## config.mk

```make
export PLATFORM = sky130hd
export DESIGN_NAME = pwrdn_seq
export DESIGN_NICKNAME = d
export VERILOG_FILES = /design/src/rtl/pwrdn_seq_pkg.sv /design/src/rtl/port_fall_detect.sv /design/src/rtl/wake_arbiter.sv /design/src/rtl/settle_timer.sv /design/src/rtl/pwrdn_seq.sv
export SDC_FILE = /design/constraint.sdc
export NUM_CORES = 1
export LEC_CHECK = 0
export BUFFER_PORTS_ARGS = -buffer_cell sky130_fd_sc_hd__buf_2
export CORE_ASPECT_RATIO = 1.2
export CORE_MARGIN = 1.5
export CORE_UTILIZATION = 55
export CTS_CLUSTER_DIAMETER = 60
export CTS_CLUSTER_SIZE = 30
export DETAILED_ROUTE_END_ITERATION = 6
export PLACE_DENSITY = 0.9
export REMOVE_ABC_BUFFERS = 1
export SYNTH_ARGS = -nofsm -noshare
export SYNTH_HDL_FRONTEND = slang
export SYNTH_SLANG_ARGS = --single-unit
```

## constraint.sdc

```tcl
create_clock -name clk -period 2.4 [get_ports clk]
set_input_delay 0.36 -clock clk [delete_from_list [all_inputs] [get_ports clk]]
set_output_delay 0.36 -clock clk [all_outputs]
set_load 0.1 [all_outputs]
```

## src/rtl/pwrdn_seq_pkg.sv

```systemverilog
package pwrdn_seq_pkg;
    typedef enum logic [2:0] {
        ST_RUN     = 3'd0,
        ST_HALT    = 3'd1,
        ST_SETTLE  = 3'd2,
        ST_DONE    = 3'd3,
        ST_FULLRST = 3'd4
    } seq_state_t;

    typedef enum logic [1:0] {
        RES_NEXT   = 2'd0,
        RES_VECTOR = 2'd1,
        RES_WARM   = 2'd2
    } resume_kind_t;
endpackage

```

## src/rtl/port_fall_detect.sv

```systemverilog
module port_fall_detect #(
    parameter int PORT_W = 8
) (
    input  logic              clk,
    input  logic              por_n,
    input  logic [PORT_W-1:0] pins,
    input  logic [PORT_W-1:0] wake_en,
    output logic              fall_any
);
    logic [PORT_W-1:0] sync1_q, sync2_q, prev_q;

    // Synchronizer and previous-sample register; pins idle high.
    always_ff @(posedge clk or negedge por_n) begin
        if (!por_n) begin
            sync1_q <= '1;
            sync2_q <= '1;
            prev_q  <= '1;
        end else begin
            sync1_q <= pins;
            sync2_q <= sync1_q;
            prev_q  <= sync2_q;
        end
    end

    assign fall_any = |(prev_q & ~sync2_q & wake_en);
endmodule

```

## src/rtl/wake_arbiter.sv

```systemverilog
module wake_arbiter #(
    parameter int NIRQ = 4
) (
    input  logic                        wdt_ovf,
    input  logic [NIRQ-1:0]             irq_new,
    input  logic [NIRQ-1:0]             irq_en,
    input  logic                        stack_full,
    input  logic                        port_fall,
    output logic                        wake,
    output pwrdn_seq_pkg::resume_kind_t kind
);
    import pwrdn_seq_pkg::*;

    // Fixed priority below the reset pin: watchdog, interrupt, port.
    always_comb begin
        wake = wdt_ovf | (|irq_new) | port_fall;
        if (wdt_ovf)
            kind = RES_WARM;
        else if ((|irq_new) && (|(irq_new & irq_en)) && !stack_full)
            kind = RES_VECTOR;
        else
            kind = RES_NEXT;
    end
endmodule

```

## src/rtl/settle_timer.sv

```systemverilog
module settle_timer #(
    parameter int SETTLE_CYC = 1024
) (
    input  logic clk,
    input  logic por_n,
    input  logic run,
    output logic done
);
    localparam int CW = (SETTLE_CYC > 2) ? $clog2(SETTLE_CYC) : 1;
    localparam logic [CW-1:0] LAST = CW'(SETTLE_CYC - 1);

    logic [CW-1:0] cnt_q;

    always_ff @(posedge clk or negedge por_n) begin
        if (!por_n)
            cnt_q <= '0;
        else if (!run)
            cnt_q <= '0;
        else
            cnt_q <= cnt_q + 1'b1;
    end

    assign done = run && (cnt_q == LAST);
endmodule

```

## src/rtl/pwrdn_seq.sv

```systemverilog
module pwrdn_seq #(
    parameter int NIRQ       = 4,
    parameter int PORT_W     = 8,
    parameter int SETTLE_CYC = 1024
) (
    input  logic              clk,
    input  logic              por_n,
    input  logic              ext_rst_req,
    input  logic              halt_req,
    input  logic              wdt_clr,
    input  logic              wdt_ovf,
    input  logic [NIRQ-1:0]   irq_req,
    input  logic [NIRQ-1:0]   irq_en,
    input  logic              stack_full,
    input  logic [PORT_W-1:0] port_in,
    input  logic [PORT_W-1:0] port_wake_en,
    output logic              clk_en,
    output logic              wdt_clear,
    output logic              resume_valid,
    output logic [1:0]        resume_kind,
    output logic              warm_rst,
    output logic              full_rst,
    output logic              flag_to,
    output logic              flag_pdf
);
    import pwrdn_seq_pkg::*;

    seq_state_t   state_q, state_d;
    resume_kind_t kind_q, arb_kind;
    logic [NIRQ-1:0] irq_mask_q;
    logic port_fall, arb_wake, settle_done, in_halt, halt_take;

    assign in_halt   = (state_q == ST_HALT);
    assign halt_take = (state_q == ST_RUN) && halt_req && !ext_rst_req && !wdt_ovf;

    port_fall_detect #(.PORT_W(PORT_W)) u_port (
        .clk      (clk),
        .por_n    (por_n),
        .pins     (port_in),
        .wake_en  (port_wake_en),
        .fall_any (port_fall)
    );

    wake_arbiter #(.NIRQ(NIRQ)) u_arb (
        .wdt_ovf    (wdt_ovf),
        .irq_new    (irq_req & ~irq_mask_q),
        .irq_en     (irq_en),
        .stack_full (stack_full),
        .port_fall  (port_fall),
        .wake       (arb_wake),
        .kind       (arb_kind)
    );

    settle_timer #(.SETTLE_CYC(SETTLE_CYC)) u_settle (
        .clk   (clk),
        .por_n (por_n),
        .run   (state_q == ST_SETTLE),
        .done  (settle_done)
    );

    // Next-state logic
    always_comb begin
        state_d = state_q;
        unique case (state_q)
            ST_RUN: begin
                if (ext_rst_req || wdt_ovf) state_d = ST_FULLRST;
                else if (halt_req)          state_d = ST_HALT;
            end
            ST_HALT: begin
                if (ext_rst_req)   state_d = ST_FULLRST;
                else if (arb_wake) state_d = ST_SETTLE;
            end
            ST_SETTLE: begin
                if (ext_rst_req)      state_d = ST_FULLRST;
                else if (settle_done) state_d = ST_DONE;
            end
            ST_DONE:    state_d = ext_rst_req ? ST_FULLRST : ST_RUN;
            ST_FULLRST: state_d = ext_rst_req ? ST_FULLRST : ST_RUN;
            default:    state_d = ST_RUN;
        endcase
    end

    // State register
    always_ff @(posedge clk or negedge por_n) begin
        if (!por_n) state_q <= ST_RUN;
        else        state_q <= state_d;
    end

    // Wake cause, interrupt mask and reset-cause flags
    always_ff @(posedge clk or negedge por_n) begin
        if (!por_n) begin
            kind_q     <= RES_NEXT;
            irq_mask_q <= '0;
            flag_to    <= 1'b0;
            flag_pdf   <= 1'b0;
        end else begin
            if (halt_take) begin
                irq_mask_q <= irq_req;
                flag_pdf   <= 1'b1;
                flag_to    <= 1'b0;
            end else if (state_q == ST_RUN && !ext_rst_req) begin
                if (wdt_ovf)      flag_to  <= 1'b1;
                else if (wdt_clr) flag_pdf <= 1'b0;
            end
            if (in_halt && !ext_rst_req && arb_wake) begin
                kind_q <= arb_kind;
                if (wdt_ovf) flag_to <= 1'b1;
            end
        end
    end

    // Outputs
    always_comb begin
        clk_en       = (state_q == ST_RUN) || (state_q == ST_DONE) || (state_q == ST_FULLRST);
        wdt_clear    = halt_take;
        resume_valid = (state_q == ST_DONE);
        resume_kind  = kind_q;
        warm_rst     = (state_q == ST_DONE) && (kind_q == RES_WARM);
        full_rst     = (state_q == ST_FULLRST);
    end
endmodule

```

# [Word level (Yosys, flattened, before mapping)]
# Index checks and enable logic that the tools add are counted.
[totals] input_bits=31 wordCells=73 output_inout_bits=9 ff_bits=45
[op_classes] n_addsub=1 reduce_logical=25 muxes=20 bitwise=8 n_eq_ne=10
[ops] operator="3-bit 2-to-1 mux" count=7
[ops] operator="8-bit AND" count=2
[ops] operator="3-bit one-hot mux with 4 select lines" count=1
[ops] operator="10-bit by 1-bit adder with 10-bit output (second input constant)" count=1
[ops] operator="10-bit == test (second input constant)" count=1
[ops] operator="1-bit logical AND" count=10
[ops] operator="1-bit 2-to-1 mux" count=10
[ops] operator="10-bit 2-to-1 mux" count=1
[ops] operator="4-bit AND" count=2
[ops] operator="8-bit inverter" count=1
[ops] operator="4-bit OR reduction" count=2
[ops] operator="8-bit OR reduction" count=1
[ops] operator="3-bit by 2-bit == test with 1-bit output (second input constant)" count=2
[ops] operator="3-bit != test (second input constant)" count=2
[ops] operator="3-bit AND reduction" count=2
[ops] operator="4-bit inverter" count=1
[ops] operator="2-bit nonzero test" count=2
[ops] operator="3-bit by 1-bit == test with 1-bit output (second input constant)" count=1
[ops] operator="3-bit == test (second input constant)" count=1
[ops] operator="1-bit zero test" count=3
[ops] operator="3-bit zero test" count=1
[ops] operator="1-bit logical OR" count=3
[ops] operator="3-bit by 2-bit != test with 1-bit output (second input constant)" count=1
[ops] operator="2-bit == test (second input constant)" count=1
[ops] operator="4 further kinds" count=5

# [Logic depth before layout (Yosys ltp)]
# Gate-level depths: netlist of the first run.
[depth] ltp_word=8 mapped_depth=5 mapped_depth_nobuf=5

# [Cells and area by module]
# Synthesis of the first run repeated with hierarchy kept, for this count alone.
[hier_totals] hier_cells=144 hier_area_um2=1783.0
[modules_own_cells] module="port_fall_detect" cells_per_inst=39 seq_area_each_um2=630.6 area_per_inst_um2=696.9 instances=1
[modules_own_cells] module="pwrdn_seq" cells_per_inst=51 seq_area_each_um2=275.3 area_per_inst_um2=563.0 instances=1
[modules_own_cells] module="settle_timer" cells_per_inst=47 seq_area_each_um2=250.2 area_per_inst_um2=471.7 instances=1
[modules_own_cells] module="wake_arbiter" cells_per_inst=7 seq_area_each_um2=0.0 area_per_inst_um2=51.3 instances=1

# [Worst setup path after synthesis of the first run]
# No wires, ideal clock.
[synth_path] path_kind="reg2out" startpoint="register kind_q[1], in the netlist resume_kind[1]" endpoint="output port warm_rst" path_stages_with_launch=3 arrival_ps=3150 n_path_buf=0 path_slack_ps=-1110 required_ps=2040 path_cell_list="dfrtp_1 -> inv_1 -> nor3_1"
[synth_via] elab_chain_cells=2
[synth_rtl] item="start, declared" line="pwrdn_seq.sv:29" rtl="resume_kind_t kind_q, arb_kind;"
[synth_rtl] item="start signal, assigned" line="pwrdn_seq.sv:106" rtl="kind_q <= arb_kind;"
[synth_rtl] item="2-bit == test" line="pwrdn_seq.sv:118" rtl="warm_rst = (state_q == ST_DONE) && (kind_q == RES_WARM);"
[synth_rtl] item="1-bit logical AND" line="pwrdn_seq.sv:118"
[synth_rtl] item="end, declared" line="pwrdn_seq.sv:21" rtl="output logic warm_rst,"
# Every way passes these cells.

# [Worst setup path after layout of the first run]
[layout_path] startpoint="register state_q[0]" endpoint="output port wdt_clear"
[layout_via] elab_chain_cells=4
[layout_rtl] item="start, declared" line="pwrdn_seq.sv:28" rtl="seq_state_t state_q, state_d;"
[layout_rtl] item="start signal, assigned" line="pwrdn_seq.sv:86" rtl="else state_q <= state_d;"
[layout_rtl] item="3-bit zero test" line="pwrdn_seq.sv:34" rtl="assign halt_take = (state_q == ST_RUN) && halt_req && !ext_rst_req && !wdt_ovf;"
[layout_rtl] item="1-bit logical AND (3 in a row)" line="pwrdn_seq.sv:34"
[layout_rtl] item="end, declared" line="pwrdn_seq.sv:18" rtl="output logic wdt_clear,"
# Every way passes these cells.

==> results.cfg, run 1 <==
[outcome]
status = completed

[finish]
design_area_sq_mm = 0.00206
syn2layout_area_growth_pct = 18.3
diodes = 0
post-route-util = 0.681
final_nets = 217
layout_commonest_cell = buf_2
drive_above_1_share = 0.409
final_cell_mix = buf_2, dfstp_2, dfrtp_1

[route]
ant_nets = 0
drtIter0Drc = 23
drt_wl_total_mm = 3.44
drc = 0
post_drt_via_cell_ratio = 5.56
wire_per_inst_microns = 15.5
num_vias = 1234
dr.pass1.iters = 4

[sta]
setup_violations = 0
rsz0062_at_grt = false
hold_viol_final = 0
fin_skew_ns = 0.0131
fin_crit_sh = 0.950
setup_ws_ns = 0.120
period_needed_ns = 2.28
relSlewSlack = 0.373
fmax_mhz = 439
tns_ns = 0
maxSlewViolCount = 0
hold_ws_ns = 0.0951
worst_pin_slew_ns = 0.941

[worst_setup_path]
crit_fanout = 7
worstPathCellList = nor2_1, and3b_1, nand2_1, inv_2, clkbuf_4
critPathTopFamily = simple AND/OR/NAND/NOR gates
reg2reg_from = state_q[2]
path_buf_inv = 2
start_kind = register
cp.required_ns = 2.04
cpMaxStageDelayCell = dfrtp_1
r2r_cells = 3
r2r_end = state_q[0]
slowest_delay_ns = 0.47
cp-end-kind = output pin
reg2reg_setup_slack_ns = 0.60
path_class = reg -> out
cp.arrival_ns = 1.92

[clock_network]
clockBufferDepth = 2
cts_setup_buffers = 0
cts_tree = yes
htreeDepth = 2
clock-root-buffer = clkbuf_4
clk_pin_slew_ns = 0.13
cts.sinks = 45
clk-insertion-delay-late_ns = 0.36
cts_buffers = 5

[yosys]
netlist_area_sq_mm = 0.00174
yosysSeqAreaShare = 0.664
synth_top_cells_by_area = dfstp_2, dfrtp_1, nand3b_1
synth_seq_cells = 45
synth_cell_type_count = 36
synthFlopType = dfstp_2
synth_warnings = 0
synth_largest_area_cell = dfstp_2
ys_async_sr_fraction = 1.00
syn_inst = 140
avgSynthCellArea_sq_um = 12.4
synth_edf_count = 0
netlist.area_leader.share = 0.362

[job]
timing.max_cap.violations = 0

[place]
dpl_cell_area_sq_mm = 0.00198
dp_hpwl_mm = 2.46
io_buffer_count = 39
dp_slack_ns = 0.457
gp_congestion = 0.683

[floorplanning]
row_count = 22
die_area_sq_mm = 0.00351
coreArea_sq_mm = 0.00303
initial_core_util = 0.575
pin_count = 40
die_y_microns = 64.6
die_w_microns = 54.4

[global_routing]
first_global_vias = 1315
overflow = 0
grt_antenna_before_repair = 0
grt_pass1_wl_mm = 5.58
grtUsageTotal = 0.227
grt_max_degree = 46

[hold_path]
hold_path_end = u_port.sync1_q[4]
hp-class = in -> reg
min_path_cells = 1
min-delay-start = port_in[4]

[power_and_ir_drop]
power_density_mw_per_mm2 = 826
leakage_nw = 0.916
ir_worst_vdd_mv = 0.638
## cell usage after synthesis (4+ instances only)
library cell and n:
mux2_2 4, dfrtp_1 21, nand3b_1 9, inv_1 8
dfstp_2 24, nand3_1 6, nor2_1 12, xnor2_1 4
o21ai_0 5, nand2_1 10, nor3_1 4
## power breakdown
group          total (W)  switching [W]  internal [W]
Combinational   0.000383       0.000288     0.0000952
Clock           0.000432       0.000225      0.000207
Sequential      0.000888      0.0000464      0.000841
Total            0.00170       0.000558       0.00114
## cells by family after synthesis
family          share of synthesized area
mux                                0.0316
simple gates                        0.177
fa+ha+maj                         0.00718
buf+inv                            0.0215
compound gates                     0.0690
xor+xnor                           0.0302
flops                               0.664
## stage by stage
| step | instances | power [W] |
|---|---|---|
| CTS | 222 | 0.00172 |
| global placement | 214 | 0.00126 |
| detailed placement | 214 | 0.00128 |
| floorplan | 139 | 0.00118 |
| global route | 222 | 0.00179 |
| finish | 222 | 0.00170 |
## layout make-up
| class | count | area (sq um) |
|---|---|---|
| clock buffers | 8 | 80.1 |
| inverters | 9 | 33.8 |
| fillers | 229 | 967 |
| flip-flops and latches | 45 | 1160 |
| repair buffers | 39 | 198 |
| multi-input cells | 85 | 548 |
| well taps | 36 | 45.0 |
## state kept, by name (all words and copies together) (netlist names)
register        count
u_settle.cnt_q     10
resume_kind         2
u_port.prev_q       8
u_port.sync1_q      8
flag_to             1
u_port.sync2_q      8
irq_mask_q          4
state_q             3
flag_pdf            1
## how the worst max path moves through the flow
stage	start	slack, ns	cells after the start	end
CTS	state_q[0]	0.02	5	wdt_clear
global placement	state_q[0]	0.57	5	wdt_clear
finish	state_q[0]	0.12	5	wdt_clear
floorplan	resume_kind[1]	-1.11	2	warm_rst
global route	state_q[0]	0.02	5	wdt_clear
detailed placement	state_q[0]	0.46	5	wdt_clear
## routing by layer
metal / global-route usage / up-vias / wire length [microns]
met5: 0 / - / 0
li1: - / 580 / -
met2: 0.387 / 46 / 1790
met3: 0.0783 / 11 / 217
met4: 0.122 / 0 / 99
met1: 0.235 / 597 / 1330
## timing repair
item                                   in CTS  in global routing
setup endpoints to repair                   0                  1
hold buffers                                0                  0
resized for setup                           0                  1
endpoints found under the hold margin       0                  0
Note: power is estimated with default switching activity, not from simulation.
==> run 2: changes to the inputs <==
- CORE_UTILIZATION: 55 -> 30
- PLACE_DENSITY: 0.9 -> 0.58
==> results.cfg, run 2 (synthesis results as in run 1) <==
[global_routing]
grt_antenna_before_repair = 1
grt_pass1_wl_mm = 5.37
overflow = 0
grt_max_degree = 37
first_global_vias = 1245
grtUsageTotal = 0.111

[power_and_ir_drop]
p_total_w = 0.00189
ir_worst_vdd_mv = 0.571
power_density_mw_per_mm2 = 876
leakage_nw = 0.944

[route]
drtIter0Drc = 57
routed.top_layer = met4
wl_met2_mm = 1.40
drt_wl_total_mm = 3.01
met3_length_microns = 180
dr.pass1.iters = 4
wire_per_inst_microns = 12.0
ant_nets = 0
drc = 0
post_drt_via_cell_ratio = 4.68
num_vias = 1175
wl_met1_mm = 1.40

[finish]
layout_commonest_cell = buf_2
largest_reg_flops = 10
drive_above_1_share = 0.417
syn2layout_area_growth_pct = 23.8
final_cell_mix = buf_2, dfstp_2, dfrtp_1
final_cells = 251
diodes = 0
post-route-util = 0.383
top_register = u_settle.cnt_q
final_nets = 218

[worst_setup_path]
path_class = reg -> out
cp.arrival_ns = 1.77
start_kind = register
cp.required_ns = 2.04
cp-end-kind = output pin
crit_fanout = 7

[floorplanning]
row_count = 30
coreArea_sq_mm = 0.00563
pin_count = 40
die_y_microns = 86.5
initial_core_util = 0.309
die_w_microns = 72.6
die_area_sq_mm = 0.00627

[clock_network]
clk-insertion-delay-late_ns = 0.30
cts_tree = yes
cts.sinks = 45
clockBufferDepth = 2
clock-root-buffer = clkbuf_8
cts_buffers = 5
clk_pin_slew_ns = 0.09
htreeDepth = 2

[sta]
fin_crit_sh = 0.889
fmax_mhz = 469
worst_pin_slew_ns = 0.760
hold_viol_final = 0
period_needed_ns = 2.13
maxSlewViolCount = 0
setup_violations = 0
hold_ws_ns = 0.132
fin_skew_ns = 0.00813
relSlewSlack = 0.493
rsz0062_at_grt = false

[outcome]
status = completed

[place]
gp_congestion = 0.805
io_buffer_count = 39
dp_cells = 243
dp_hpwl_mm = 2.27

[hold_path]
hp-class = in -> async

[job]
timing.max_cap.violations = 0
-- run 2: cell count changes in the layout (fill, tap and decap cells not counted), sizes merged --
cell    previous run  this run
clkbuf             9         7
buf               38        39
bufinv             0         1
inv                9        10
-- run 2: layer usage --
metal | global-route usage | vias up
met4 | 0.0429 | 0
li1 | - | 576
met5 | 0 | -
met2 | 0.173 | 35
met1 | 0.144 | 559
met3 | 0.0349 | 5
-- run 2: area by class of cell --
cell class	instances	area (sq um)
fillers	550	3470
flip-flops and latches	45	1160
multi-input cells	85	548
repair buffers	40	205
clock buffers	6	93.8
well taps	64	80.1
clock inverters	2	38.8
inverters	9	33.8
-- run 2: final timing paths --
kind | end | slack (ns) | start | depth (start not counted)
min in group clk | u_port.sync1_q[5] | 0.15 | port_in[5] | 1
worst max register to register | state_q[0] | 0.64 | state_q[0] | 3
max in group asynchronous | u_port.prev_q[1] | 1.56 | por_n | 2
worst min-delay path | u_settle.cnt_q[1] | 0.13 | por_n | 1
worst max-delay path | wdt_clear | 0.27 | state_q[0] | 5
worst min register to register | u_port.sync2_q[6] | 0.36 | u_port.sync1_q[6] | 0
-- run 2: power breakdown --
group	total [W]	leakage, nW	switching [W]	internal (W)
Sequential	0.000879	0.528	0.0000386	0.000841
Combinational	0.000377	0.350	0.000281	0.0000962
Clock	0.000632	0.0669	0.000255	0.000377
Total	0.00189	0.944	0.000574	0.00131
-- run 2: through the flow --
| step | instance area [sq um] | setup TNS [ns] | setup slack [ns] |
|---|---|---|---|
| final | 2160 | 0 | 0.268 |
| after global routing | 2160 | 0 | 0.0455 |
| after CTS | 2150 | 0 | 0.145 |
| after detailed placement | 2020 | 0 | 0.468 |
| after global placement | 2020 | 0 | 0.502 |
| after floorplan | 1740 | -1.62 | -1.11 |
-- run 2: worst max-delay path: stages, from the launching register on --
cell and delay (ns):
dfrtp_1 0.44, nor2_1 0.25, and3b_1 0.22, nand2_1 0.09
inv_2 0.13, clkbuf_4 0.35
-- run 2: timing repair --
item,4_1_cts,5_1_grt
endpoints found under the setup margin,0,1
gates resized for setup,0,1
buffers inserted,0,0
hold buffers,0,0
